<file path="config.mk">
export PLATFORM = sky130hd
export DESIGN_NAME = spi_xfer_master
export DESIGN_NICKNAME = d
export VERILOG_FILES = /design/src/rtl/spi_xfer_pkg.sv /design/src/rtl/spi_cs_drive.sv /design/src/rtl/spi_rx_align.sv /design/src/rtl/spi_xfer_master.sv
export SDC_FILE = /design/constraint.sdc
export NUM_CORES = 1
export LEC_CHECK = 0
export BUFFER_PORTS_ARGS = -buffer_cell sky130_fd_sc_hd__buf_4
export CAP_MARGIN = 15
export CORE_MARGIN = 3
export CORE_UTILIZATION = 51
export CTS_CLUSTER_DIAMETER = 80
export CTS_CLUSTER_SIZE = 28
export DETAILED_ROUTE_END_ITERATION = 7
export PLACE_DENSITY = 0.72
export SETUP_SLACK_MARGIN = 0.4
export SLEW_MARGIN = 20
export SYNTH_ARGS = -nofsm -noshare
export SYNTH_HDL_FRONTEND = slang
export SYNTH_SLANG_ARGS = --single-unit
</file>
<file path="constraint.sdc">
create_clock -name clk -period 3.7 [get_ports clk]
set_input_delay 0.555 -clock clk [delete_from_list [all_inputs] [get_ports clk]]
set_output_delay 0.555 -clock clk [all_outputs]
set_load 0.01 [all_outputs]
</file>
<file path="src/rtl/spi_xfer_pkg.sv">
package spi_xfer_pkg;
    localparam int FLAG_W  = 8;
    localparam int F_END   = 0;
    localparam int F_INP   = 1;
    localparam int F_CPOL  = 2;
    localparam int F_CPHA  = 3;
    localparam int F_LSB   = 4;
    localparam int F_HALF  = 5;
    localparam int F_CSPOL = 6;
    localparam int F_OFF   = 7;

    typedef enum logic [1:0] {
        ST_IDLE,
        ST_SETUP,
        ST_LEAD,
        ST_TRAIL
    } phase_e;
endpackage

</file>
<file path="src/rtl/spi_cs_drive.sv">
module spi_cs_drive #(
    parameter int NCS = 4
) (
    input  logic           act,
    input  logic           pol,
    input  logic [NCS-1:0] sel,
    output logic [NCS-1:0] cs
);
    for (genvar g = 0; g < NCS; g++) begin : g_line
        assign cs[g] = (act && sel[g]) ? pol : ~pol;
    end
endmodule

</file>
<file path="src/rtl/spi_rx_align.sv">
module spi_rx_align #(
    parameter int DATA_W = 32,
    parameter int LEN_W  = 5
) (
    input  logic [DATA_W-1:0] rx,
    input  logic [LEN_W-1:0]  len,
    input  logic              lsb_first,
    output logic [DATA_W-1:0] word
);
    localparam logic [LEN_W-1:0] TOP = LEN_W'(DATA_W - 1);

    logic [DATA_W-1:0] keep;

    always_comb begin
        keep = {DATA_W{1'b1}} >> (TOP - len);
        word = (lsb_first ? (rx >> (TOP - len)) : rx) & keep;
    end
endmodule

</file>
<file path="src/rtl/spi_xfer_master.sv">
module spi_xfer_master
    import spi_xfer_pkg::*;
#(
    parameter int  DATA_W = 32,
    parameter int  NCS    = 4,
    parameter int  DIV_W  = 8,
    localparam int LEN_W  = $clog2(DATA_W)
) (
    input  logic              clk,
    input  logic              rst_n,
    input  logic              cfg_wr,
    input  logic [FLAG_W-1:0] cfg_flags,
    input  logic [DIV_W-1:0]  cfg_div,
    input  logic [LEN_W-1:0]  cfg_len,
    input  logic [NCS-1:0]    cfg_cs,
    input  logic              dat_wr,
    input  logic [DATA_W-1:0] dat_in,
    output logic              busy,
    output logic              wr_err,
    output logic              rd_valid,
    output logic [DATA_W-1:0] rd_data,
    output logic              sck_o,
    output logic              sck_oe,
    output logic              mosi_o,
    output logic              mosi_oe,
    input  logic              mosi_i,
    input  logic              miso_i,
    output logic [NCS-1:0]    cs_o,
    output logic              cs_oe
);
    localparam int CNT_W = DIV_W + 1;

    typedef struct packed {
        phase_e            ph;
        logic [FLAG_W-1:0] flg;
        logic [DIV_W-1:0]  div;
        logic [LEN_W-1:0]  len;
        logic [NCS-1:0]    mask;
        logic [CNT_W-1:0]  cnt;
        logic [LEN_W-1:0]  idx;
        logic [DATA_W-1:0] tx;
        logic [DATA_W-1:0] rx;
        logic              cs_act;
        logic              sck;
        logic              rd_vld;
        logic              err;
        logic [DATA_W-1:0] rd;
    } st_t;

    st_t s_q, s_d;

    logic [CNT_W-1:0]  per, h_lo, h_hi;
    logic              in_bit;
    logic [DATA_W-1:0] tx_shift, rx_push, tx_load, rx_word;

    spi_rx_align #(.DATA_W(DATA_W), .LEN_W(LEN_W)) u_align (
        .rx        (s_q.rx),
        .len       (s_q.len),
        .lsb_first (s_q.flg[F_LSB]),
        .word      (rx_word)
    );

    spi_cs_drive #(.NCS(NCS)) u_cs (
        .act (s_q.cs_act),
        .pol (s_q.flg[F_CSPOL]),
        .sel (s_q.mask),
        .cs  (cs_o)
    );

    always_comb begin
        per      = {1'b0, s_q.div} + CNT_W'(2);
        h_lo     = per >> 1;
        h_hi     = per - h_lo;
        in_bit   = s_q.flg[F_HALF] ? mosi_i : miso_i;
        tx_shift = s_q.flg[F_LSB] ? (s_q.tx >> 1) : (s_q.tx << 1);
        rx_push  = s_q.flg[F_LSB] ? {in_bit, s_q.rx[DATA_W-1:1]}
                                  : {s_q.rx[DATA_W-2:0], in_bit};
        tx_load  = s_q.flg[F_LSB] ? dat_in
                                  : (dat_in << (LEN_W'(DATA_W - 1) - s_q.len));

        s_d        = s_q;
        s_d.rd_vld = 1'b0;
        s_d.err    = 1'b0;

        unique case (s_q.ph)
            ST_IDLE: begin
                if (dat_wr) begin
                    s_d.ph     = ST_SETUP;
                    s_d.cnt    = h_lo - 1'b1;
                    s_d.idx    = '0;
                    s_d.tx     = tx_load;
                    s_d.rx     = '0;
                    s_d.cs_act = 1'b1;
                    s_d.sck    = s_q.flg[F_CPOL];
                end else if (cfg_wr) begin
                    s_d.flg  = cfg_flags;
                    s_d.div  = cfg_div;
                    s_d.len  = cfg_len;
                    s_d.mask = cfg_cs;
                    s_d.sck  = cfg_flags[F_CPOL];
                end
            end
            ST_SETUP: begin
                if (s_q.cnt == '0) begin
                    s_d.ph  = ST_LEAD;
                    s_d.cnt = h_hi - 1'b1;
                    s_d.sck = ~s_q.flg[F_CPOL];
                    if (!s_q.flg[F_CPHA]) s_d.rx = rx_push;
                end else begin
                    s_d.cnt = s_q.cnt - 1'b1;
                end
            end
            ST_LEAD: begin
                if (s_q.cnt == '0) begin
                    s_d.ph  = ST_TRAIL;
                    s_d.cnt = h_lo - 1'b1;
                    s_d.sck = s_q.flg[F_CPOL];
                    if (s_q.flg[F_CPHA]) s_d.rx = rx_push;
                    else                 s_d.tx = tx_shift;
                end else begin
                    s_d.cnt = s_q.cnt - 1'b1;
                end
            end
            ST_TRAIL: begin
                if (s_q.cnt != '0) begin
                    s_d.cnt = s_q.cnt - 1'b1;
                end else if (s_q.idx == s_q.len) begin
                    s_d.ph     = ST_IDLE;
                    s_d.rd_vld = s_q.flg[F_INP];
                    if (s_q.flg[F_INP]) s_d.rd = rx_word;
                    if (s_q.flg[F_END]) s_d.cs_act = 1'b0;
                end else begin
                    s_d.idx = s_q.idx + 1'b1;
                    s_d.ph  = ST_LEAD;
                    s_d.cnt = h_hi - 1'b1;
                    s_d.sck = ~s_q.flg[F_CPOL];
                    if (s_q.flg[F_CPHA]) s_d.tx = tx_shift;
                    else                 s_d.rx = rx_push;
                end
            end
            default: s_d.ph = ST_IDLE;
        endcase

        if (dat_wr && s_q.ph != ST_IDLE) s_d.err = 1'b1;
    end

    always_ff @(posedge clk or negedge rst_n) begin
        if (!rst_n) begin
            s_q <= '0;
        end else begin
            s_q <= s_d;
        end
    end

    assign busy     = (s_q.ph != ST_IDLE);
    assign wr_err   = s_q.err;
    assign rd_valid = s_q.rd_vld;
    assign rd_data  = s_q.rd;
    assign sck_o    = s_q.sck;
    assign mosi_o   = s_q.flg[F_LSB] ? s_q.tx[0] : s_q.tx[DATA_W-1];
    assign sck_oe   = ~s_q.flg[F_OFF];
    assign cs_oe    = ~s_q.flg[F_OFF];
    assign mosi_oe  = ~s_q.flg[F_OFF] & ~(s_q.flg[F_HALF] & s_q.flg[F_INP]);


    cs_hold_chk: assert property (@(posedge clk) disable iff (!rst_n)
        (busy && $past(busy)) |-> $stable(cs_o));


    cs_drop_chk: assert property (@(posedge clk) disable iff (!rst_n)
        $fell(s_q.cs_act) |-> $past(s_q.flg[F_END]));


    rd_event_chk: assert property (@(posedge clk) disable iff (!rst_n)
        rd_valid |-> ($past(busy) && !busy));


    wr_err_chk: assert property (@(posedge clk) disable iff (!rst_n)
        wr_err |-> $past(busy));


    sck_idle_chk: assert property (@(posedge clk) disable iff (!rst_n)
        !busy |-> (sck_o == s_q.flg[F_CPOL]));
endmodule

</file>
==> summary.txt <==
Pwr
  – Leak Pwr: 0.00554 uW
  – Internal: 2960 uW
  – Net Sw Power: 1580 uW
  – Part of the power in combinational logic: 0.217
  – Pwr per Cell Area: 331 mW/mm^2
  – Clock group share of total power: 0.389
  – Worst VDD drop: 0.294 mV
  – Power consumption: 4540 uW
  – Sw Ratio: 0.347
  – Sequential power share: 0.393

Clocking
  – CTS Root Buffer Type: clkbuf_16
  – Sink Count: 141
  – CTS Buf Count: 17
  – H-tree depth: 4
  – Largest buffer count on any clock path: 2
  – CTS tree: yes
  – Worst skew pair latency: 440 ps
  – Register clock-pin slew on the reported worst setup and hold paths: 70 ps
  – Post-CTS Hold Buffers: 0

Final layout
  – Final net count: 1,476
  – Layout cell share with drive strength beyond 1: 0.227
  – Antenna cell count: 0
  – P&R area growth vs syn: 10.9%
  – Fin area: 0.0137 sq mm

Die
  – Die width: 162 microns
  – Site row count: 56
  – Total die area: 0.0262 sq mm
  – Core ar.: 0.0237 sq mm
  – Ports: 107
  – Die H: 162 microns
  – Initial Util: 0.522

GRT
  – Initial antenna violation count: 0
  – Largest net degree at the start of global routing: 86
  – GRT overflow: 0
  – First-pass GRT wire length: 61,700 microns
  – Vias in the first global route: 11,000
  – Tot GR Track Use: 0.293

Synth
  – Synth Flop Type: dfrtp_1
  – Seq cells post-synth: 141
  – Mux cell area share after synthesis: 0.230
  – Asr flop ratio synth: 1.00
  – Post-synth top area share: 0.285
  – Yosys cell types: 77
  – Post-synth top cells: nand2_1 (177), dfrtp_1 (141), o21ai_0 (89)
  – Synth Area in Adders: 0.0182
  – Post-Synthesis Cell Area: 0.0124 sq mm
  – Sequential share of the synthesized area: 0.285
  – Syn Nets: 1,468
  – Compound-gate portion of the synthesized area: 0.217
  – Mean Syn Cell Area: 8.92 sq um
  – Synth Area in Simple Gates: 0.152
  – Synth area leaders: dfrtp_1 (29%), mux4_2 (10%), mux2i_1 (6.6%)
  – Post-synthesis xor/xnor area fraction: 0.0245
  – Yosys synthesis warning count: 0
  – Post-synth EDFFs: 0
  – Most common cell in the netlist: nand2_1
  – Main combinational cell family by area after synthesis: multiplexers
  – Cells after Synth: 1,387
  – Leading area contributor after synthesis: dfrtp_1

Detailed routing
  – DRT antenna net count: 0
  – Pre-Repair DR Iteration Count: 6
  – Post-Route WL: 38,800 microns
  – Vias/cell: 6.83
  – Wire length per cell: 22.5 microns
  – Remaining DRCs: 0
  – Via Count: 11,800
  – DRT iter0 DRCs: 2,046

Min path
  – Hold Path Class: in2async

Placement
  – HPWL after DPL: 27,000 microns
  – Placed Area: 0.0131 sq mm
  – GPL Wtd Cong: 1.01
  – I/O Buffers: 106

Flow run
  – Max-cap viol count: 0

Timing
  – RSZ-0062 raised after global routing: no
  – Final setup violation count: 0
  – Setup TNS: 0 ps
  – Final hold vios: 0
  – Fmax: 332 MHz
  – Period utilization: 0.814
  – Final min period: 3010 ps
  – Max-slew headroom: 0.309
  – Worst-Margin Slew: 1030 ps
  – Worst Clk Skew: 13.7 ps
  – Final Max Tran Viols: 0

Worst setup path
  – Startpoint type of the worst setup path: flip-flop
  – Setup crit end kind: flip-flop
  – Critical path class: reg2reg
  – Critical Path AT: 3330 ps
  – Flop2flop setup slack: 690 ps
  – Crit Path Max Fanout: 11
  – Critical Path RT: 4020 ps

Status
  – Status: completed
area by class of cell:
type	instances	area [sq um]
fillers	2106	9960
clock buffers	17	425
multi-input cells	1064	7950
flip-flops and latches	141	3540
inverters	29	109
repair buffers	142	1120
clock inverters	15	175
well taps	319	399
final timing paths:
check,from,depth (start not counted),to
max,s_q[124],10,s_q[111]
min,rst_n,1,rd_data[27]
max reg2reg,s_q[124],10,s_q[111]
min reg2reg,s_q[131],1,s_q[35]
max in group asynchronous,rst_n,2,s_q[140]
min in group clk,cfg_flags[4],3,s_q[135]
sequential cells by signal (all words and copies together), names as in the netlist:
| name | cells |
|---|---|
| sck_o | 1 |
| rd_valid | 1 |
| wr_err | 1 |
| rd_data | 32 |
| s_q | 106 |
cell usage in the layout (no fill, tap or decap), types with 10 or more instances in the layout:
cell | netlist | routed
o31ai_1 | 15 | 15
o211ai_1 | 12 | 12
o22ai_1 | 11 | 11
nor2_1 | 82 | 81
inv_1 | 26 | 26
a21oi_1 | 50 | 50
mux2_2 | 62 | 62
a31oi_1 | 42 | 42
xnor2_1 | 13 | 13
o221ai_1 | 15 | 15
a22oi_1 | 20 | 20
xor2_1 | 19 | 18
nand3_1 | 52 | 52
buf_4 | 43 | 137
o2bb2ai_1 | 32 | 32
and2_1 | 10 | 10
clkbuf_16 | 0 | 17
nand2_1 | 177 | 177
o21ai_1 | 41 | 41
o21ai_0 | 89 | 89
dfrtp_1 | 141 | 135
nor3_1 | 12 | 12
and3_1 | 16 | 16
mux4_2 | 57 | 57
mux2i_1 | 82 | 82
a211oi_1 | 13 | 13
ha_1 | 18 | 18
power by group through the flow:
stage / Combinational (uW) / Sequential, uW / Clock [uW]
2_1_floorplan: 727 / 1720 / 0
3_3_place_gp: 948 / 1800 / 0
3_5_place_dp: 959 / 1810 / 0
4_1_cts: 967 / 1780 / 1790
5_1_grt: 1070 / 1790 / 1870
6_report: 987 / 1790 / 1770
layer usage:
metal	vias to the layer above	GRT usage	share of wire
li1	5217	-	-
met3	113	0.0729	0.12
met1	5654	0.418	0.41
met5	-	0	0
met4	0	0.0756	0.029
met2	809	0.449	0.44
through the flow:
stage	setup WS, ps	std cells	hold slack [ps]	util
floorplan	975	1387	259	-
global placement	736	1695	455	0.554
detailed placement	625	1695	462	0.554
CTS	587	1727	193	0.579
global route	497	1727	221	0.579
finish	687	1727	157	0.579
worst max-delay path, cell delays in order, from the launching register on:
cell and delay (ps):
dfrtp_1 540, ha_1 280, nand3_1 130, xor2_2 320
inv_1 80, ha_1 240, or4_1 520, o221ai_1 250
xnor2_1 160, nand2_1 80, a211o_1 290
cell families (layout without fill, tap and decap cells):
group                    after synthesis  after routing
AO/OA/AOI/OAI                        408            408
AND/OR/NAND/NOR                      402            402
multiplexers                         203            203
buffers and inverters                182            203
flip-flops                           141            141
XOR/XNOR                              33             33
adder cells (fa/ha/maj)               18             18
repair_timing:
item | CTS | global route
buffers inserted | 0 | 0
resized for setup | 0 | 1
hold endpoints to repair | 0 | 0
setup endpoints to repair | 0 | 1
Note: power is estimated with default switching activity, not from simulation.
